## config.mk

```make
export PLATFORM = sky130hd
export DESIGN_NAME = sha1_keyed_hasher
export DESIGN_NICKNAME = d
export VERILOG_FILES = /design/src/rtl/sha1_pkg.sv /design/src/rtl/sha1_pad.sv /design/src/rtl/sha1_sched.sv /design/src/rtl/sha1_round.sv /design/src/rtl/sha1_keyed_hasher.sv
export SDC_FILE = /design/constraint.sdc
export NUM_CORES = 2
export LEC_CHECK = 0
export BUFFER_PORTS_ARGS = -buffer_cell sky130_fd_sc_hd__buf_4
export CORE_MARGIN = 1
export CORE_UTILIZATION = 29
export CTS_BUF_LIST = sky130_fd_sc_hd__clkbuf_4 sky130_fd_sc_hd__clkbuf_8
export DETAILED_ROUTE_END_ITERATION = 7
export GPL_TIMING_DRIVEN = 0
export SLEW_MARGIN = 20
export SYNTH_ARGS = -nofsm -noshare
export SYNTH_HDL_FRONTEND = slang
export SYNTH_SLANG_ARGS = --single-unit
```

## constraint.sdc

```tcl
create_clock -name clk_i -period 13.8 [get_ports clk_i]
set_input_delay 0 -clock clk_i [delete_from_list [all_inputs] [get_ports clk_i]]
set_output_delay 0 -clock clk_i [all_outputs]
set_load 0.1 [all_outputs]
```

## src/rtl/sha1_pkg.sv

```systemverilog
package sha1_pkg;
  localparam int WORD_W  = 32;
  localparam int BLK_W   = 512;
  localparam int N_WORDS = BLK_W / WORD_W;
  localparam int ROUNDS  = 80;
  localparam int CNT_W   = $clog2(ROUNDS + 1);

  typedef logic [WORD_W-1:0] word_t;

  typedef struct packed {
    word_t a;
    word_t b;
    word_t c;
    word_t d;
    word_t e;
  } state_t;

  localparam state_t IV = '{a: 32'h67452301, b: 32'hEFCDAB89, c: 32'h98BADCFE,
                            d: 32'h10325476, e: 32'hC3D2E1F0};

  typedef enum logic [1:0] {PH_IDLE, PH_RUN, PH_FIN} phase_e;

  function automatic word_t rol(word_t x, int unsigned n);
    return (x << n) | (x >> (WORD_W - n));
  endfunction
endpackage

```

## src/rtl/sha1_pad.sv

```systemverilog
module sha1_pad
  import sha1_pkg::*;
#(
  parameter int MSG_W = 160,
  parameter int KEY_W = 128
) (
  input  logic [MSG_W-1:0] msg_i,
  input  logic [KEY_W-1:0] key_i,
  output logic [BLK_W-1:0] blk_o
);
  localparam int LEN_W  = 64;
  localparam int DATA_W = MSG_W + KEY_W;
  localparam int ZERO_W = BLK_W - DATA_W - 1 - LEN_W;

  // single block only: data, marker, zero fill, length
  assign blk_o = {msg_i, key_i, 1'b1, {ZERO_W{1'b0}}, LEN_W'(DATA_W)};
endmodule

```

## src/rtl/sha1_sched.sv

```systemverilog
module sha1_sched
  import sha1_pkg::*;
(
  input  logic             clk_i,
  input  logic             rst_ni,
  input  logic             load_i,
  input  logic             shift_i,
  input  logic [BLK_W-1:0] blk_i,
  output word_t            w_o
);
  word_t win_q [N_WORDS];
  word_t w_new;

  // win_q[i] holds W[t+i]; the next entry is W[t+16]
  assign w_new = rol(win_q[13] ^ win_q[8] ^ win_q[2] ^ win_q[0], 1);
  assign w_o   = win_q[0];

  always_ff @(posedge clk_i or negedge rst_ni) begin
    if (!rst_ni) begin
      for (int i = 0; i < N_WORDS; i++) win_q[i] <= '0;
    end else if (load_i) begin
      for (int i = 0; i < N_WORDS; i++)
        win_q[i] <= blk_i[BLK_W-1-WORD_W*i -: WORD_W];
    end else if (shift_i) begin
      for (int i = 0; i < N_WORDS-1; i++) win_q[i] <= win_q[i+1];
      win_q[N_WORDS-1] <= w_new;
    end
  end

  AST_LOAD_SHIFT_EXCL: assert property (@(posedge clk_i) disable iff (!rst_ni)
    !(load_i && shift_i));
endmodule

```

## src/rtl/sha1_round.sv

```systemverilog
module sha1_round
  import sha1_pkg::*;
(
  input  state_t           st_i,
  input  word_t            w_i,
  input  logic [CNT_W-1:0] rnd_i,
  output state_t           st_o
);
  word_t f, k;

  always_comb begin
    if (rnd_i < CNT_W'(20)) begin
      f = (st_i.b & st_i.c) | (~st_i.b & st_i.d);
      k = 32'h5A827999;
    end else if (rnd_i < CNT_W'(40)) begin
      f = st_i.b ^ st_i.c ^ st_i.d;
      k = 32'h6ED9EBA1;
    end else if (rnd_i < CNT_W'(60)) begin
      f = (st_i.b & st_i.c) | (st_i.b & st_i.d) | (st_i.c & st_i.d);
      k = 32'h8F1BBCDC;
    end else begin
      f = st_i.b ^ st_i.c ^ st_i.d;
      k = 32'hCA62C1D6;
    end
    st_o.a = rol(st_i.a, 5) + f + st_i.e + k + w_i;
    st_o.b = st_i.a;
    st_o.c = rol(st_i.b, 30);
    st_o.d = st_i.c;
    st_o.e = st_i.d;
  end
endmodule

```

## src/rtl/sha1_keyed_hasher.sv

```systemverilog
module sha1_keyed_hasher
  import sha1_pkg::*;
#(
  parameter int MSG_W = 160,
  parameter int KEY_W = 128
) (
  input  logic              clk_i,
  input  logic              rst_ni,
  input  logic              start_i,
  input  logic [MSG_W-1:0]  msg_i,
  input  logic [KEY_W-1:0]  key_i,
  output logic [159:0]      digest_o,
  output logic              done_o
);
  localparam logic [CNT_W-1:0] LAST = CNT_W'(ROUNDS - 1);

  phase_e           phase_q;
  logic [CNT_W-1:0] cnt_q;
  state_t           st_q, st_nxt;
  logic [BLK_W-1:0] blk;
  word_t            w_cur;
  logic             accept, run;

  assign accept = (phase_q == PH_IDLE) && start_i;
  assign run    = (phase_q == PH_RUN);

  sha1_pad #(.MSG_W(MSG_W), .KEY_W(KEY_W)) u_pad (
    .msg_i (msg_i),
    .key_i (key_i),
    .blk_o (blk)
  );

  sha1_sched u_sched (
    .clk_i   (clk_i),
    .rst_ni  (rst_ni),
    .load_i  (accept),
    .shift_i (run),
    .blk_i   (blk),
    .w_o     (w_cur)
  );

  sha1_round u_round (
    .st_i  (st_q),
    .w_i   (w_cur),
    .rnd_i (cnt_q),
    .st_o  (st_nxt)
  );

  always_ff @(posedge clk_i or negedge rst_ni) begin
    if (!rst_ni) begin
      phase_q  <= PH_IDLE;
      cnt_q    <= '0;
      st_q     <= '0;
      digest_o <= '0;
      done_o   <= 1'b0;
    end else begin
      done_o <= 1'b0;
      unique case (phase_q)
        PH_IDLE: if (start_i) begin
          phase_q <= PH_RUN;
          cnt_q   <= '0;
          st_q    <= IV;
        end
        PH_RUN: begin
          st_q  <= st_nxt;
          cnt_q <= cnt_q + 1'b1;
          if (cnt_q == LAST) phase_q <= PH_FIN;
        end
        PH_FIN: begin
          digest_o <= {IV.a + st_q.a, IV.b + st_q.b, IV.c + st_q.c,
                       IV.d + st_q.d, IV.e + st_q.e};
          done_o   <= 1'b1;
          phase_q  <= PH_IDLE;
        end
        default: phase_q <= PH_IDLE;
      endcase
    end
  end

  AST_DONE_PULSE: assert property (@(posedge clk_i) disable iff (!rst_ni)
    done_o |=> !done_o);
  AST_CNT_RANGE: assert property (@(posedge clk_i) disable iff (!rst_ni)
    run |-> (cnt_q < CNT_W'(ROUNDS)));
  AST_BUSY_NO_RESTART: assert property (@(posedge clk_i) disable iff (!rst_ni)
    (run && start_i) |=> (cnt_q == $past(cnt_q) + 1'b1));
  AST_DIGEST_HOLD: assert property (@(posedge clk_i) disable iff (!rst_ni)
    !done_o |-> $stable(digest_o));
  AST_START_ON_DONE: assert property (@(posedge clk_i) disable iff (!rst_ni)
    (done_o && start_i) |=> (run && cnt_q == '0 && st_q == IV));
endmodule

```

==> results.yml <==
run_status:
  status: "finished, final reports clean"
worst_setup_path:
  worstPathCellList: "buf_2, inv_1, maj3_1, a221oi_2, inv_1, clkbuf_1, a222oi_1, fa_1, inv_1, ha_1, a2111oi_0, o21ai_1, a41o_1, a31o_2, a211oi_2, o21ai_1, a21oi_1, xor2_1, a21oi_1"
  critPathKind: "reg2reg"
  slowest_delay_ps: 950
  crit_path_max_fanout: 10
  regToRegStartpoint: "cnt_q[5]"
  crit_arrival_ps: 7150
  r2r-end: "st_q[146]"
  slowest_stage: "a221oi_2"
  reg2reg_depth: 19
  start_kind: "flop"
  crit_top_cell: "inv_1"
  critPathCaptureType: "flop"
  cp_data_required_time_ps: 14530
  reg2reg_setup_slack_ps: 7380
synth:
  synth_edf_count: 0
  synthFlopType: "dfrtp_1"
  yosysSeqAreaShare: 0.517
  avgSynthCellArea_um2: 10.1
  syn-cell-area_mm2: 0.0408
  synth_cell_types: 72
  synth_seq_cells: 842
  synthesis.nets: 4478
  async_flop_share: 1.00
  synthTopCellsByArea: "dfrtp_1, o21ai_0, nand2_1"
  synth_top_area_share: 0.517
  syn_inst: 4025
  yosysTopAreaCell: "dfrtp_1"
  synth_warnings: 0
timing:
  max_freq_mhz: 156
  tightest_slew_ps: 1170
  fin_skew_ps: 65.2
  setup_tns_ps: 0
  setup_violations: 0
  finalCritPeriodShare: 0.465
  hold_viol: 0
  rsz0062_at_grt: "no"
  finalMaxSlewViolations: 0
  slew_headroom: 0.218
  period_minus_slack_ps: 6420
placement:
  gp_congestion: 0.937
  portBuffers: 451
  dp_hpwl_um: 134000
global_route:
  overflow: 0
  antenna_found_initial: 31
  grt_pass1_vias: 37008
  grt_max_degree: 141
  grtUsageTotal: 0.242
  grt_pass1_wl_um: 251000
drt:
  wl_met1_um: 68900
  dr_wl_met2_um: 81300
  drt_wl_total_um: 173000
  drt_first_pass_iters: 6
  vias: 36484
  ant_nets: 0
  drc: 0
  viasPerCell: 5.09
  dr.max_layer_used: "met5"
  first_iter_violations: 3199
  wl_met3_um: 14100
  wire_per_inst_um: 24.2
clocking:
  cts_buffers: 144
  clock_latency_ps: 910
  cts_tree: "yes"
  cts-root-buf: "clkbuf_8"
  cts_resized: 0
  clock_path_buffers: 3
  hold_buffers: 530
  cts_setup_buffers: 0
  htree_levels: 4
  cts.clk_slew.worst_paths_ps: 70
  numClockSinks: 842
layout:
  layout_commonest_cell: "dfrtp_1"
  area_growth_syn_to_layout_pct: 35.5
  final_cell_mix: "dfrtp_1, nand2_1, dlygate4sd3_1, o21ai_0, buf_4"
  drive_above_1_share: 0.145
  finalNetCount: 5611
floorplan:
  rows: 137
  die_w_um: 377
  die-area_mm2: 0.142
  ios: 452
  start_util: 0.292
  dieHeight_um: 377
  fp.coreArea_mm2: 0.140
min_path:
  hold_class: "in2reg"
  holdPathStages: 4
  min_to: "u_sched.w_o[31]"
  worstHoldStart: "msg_i[159]"
job:
  cap_violations: 0
==> state kept, by name, summed over array words and instances (netlist names) <==
| signal | cells |
|---|---|
| digest_o | 160 |
| u_sched.w_o | 32 |
| cnt_q | 7 |
| phase_q | 2 |
| u_sched.win_q | 480 |
| done_o | 1 |
| st_q | 160 |
==> area by class of cell <==
cell class	count	area, um2
fillers	13999	84200
flip-flops and latches	842	21100
multi-input cells	2662	17800
repair buffers	987	8890
clock buffers	222	2790
well taps	1876	2350
plain buffers	285	1090
inverters	236	886
clock inverters	34	403
diodes	20	50.0
==> layer usage <==
metal | GRT usage | vias up
met4 | 0.116 | 24
li1 | - | 16328
met2 | 0.393 | 1529
met1 | 0.298 | 18269
met3 | 0.0626 | 334
met5 | 0 | -
==> kinds of logic after synthesis <==
logic type	synth area share
and+or+nand+nor	0.0889
muxes	0.00613
buffers and inverters	0.0484
AOI/OAI and AO/OA	0.213
xor gates and xnor gates	0.0565
adders and majority gates	0.0705
DFF	0.517
==> worst max path at each step <==
stage	from	to	slack (ps)	cells past startpoint
5_1_grt	cnt_q[4]	st_q[158]	7140	20
3_5_place_dp	cnt_q[4]	st_q[158]	6960	20
3_3_place_gp	rst_ni	u_sched.win_q[314]	2610	1
2_1_floorplan	cnt_q[4]	st_q[158]	8850	20
4_1_cts	cnt_q[4]	st_q[158]	6920	20
6_report	cnt_q[5]	st_q[146]	7380	19
==> per-stage QoR <==
step                      utilization  cell area, um2  setup slack (ps)  instances  hold slack, ps
after floorplan                     -           40800              8850       4025            -296
after global placement          0.333           46500              2610       6352             275
after detailed placement        0.335           46700              6960       6358            23.0
after CTS                       0.396           55200              6920       7144           0.774
after global routing            0.396           55300              7140       7159            50.8
final                           0.396           55300              7380       7164            22.9
==> critical path: cells and delay by family (launching register included) <==
| family | cells | cell delay [ps] |
|---|---|---|
| DFF | 1 | 310 |
| buffers and inverters | 5 | 940 |
| adders and majority gates | 3 | 1200 |
| AOI/OAI and AO/OA | 10 | 3640 |
| xor gates and xnor gates | 1 | 190 |
==> synthesized netlist by cell type (5+ instances only) <==
library cell / instances
a21o_1: 21
a21oi_1: 101
a222oi_1: 17
a22o_1: 190
a22oi_1: 276
a31oi_1: 49
and3_1: 9
buf_1: 17
clkbuf_1: 262
dfrtp_1: 842
fa_1: 112
ha_1: 50
inv_1: 236
mux2_2: 16
mux2i_1: 7
nand2_1: 622
nand2b_1: 14
nand3_1: 28
nand4_1: 9
nor2_1: 146
nor2b_1: 12
nor3_1: 18
nor4_1: 6
o21a_1: 6
o21ai_0: 511
o21ai_1: 12
o21bai_1: 8
o22a_1: 25
o22ai_1: 52
o31ai_1: 7
or3_1: 5
xnor2_1: 208
xor2_1: 55
Power is left out: the tool's default activity adds up to more than one toggle a clock period on the data nets, which glitch-free logic cannot reach.
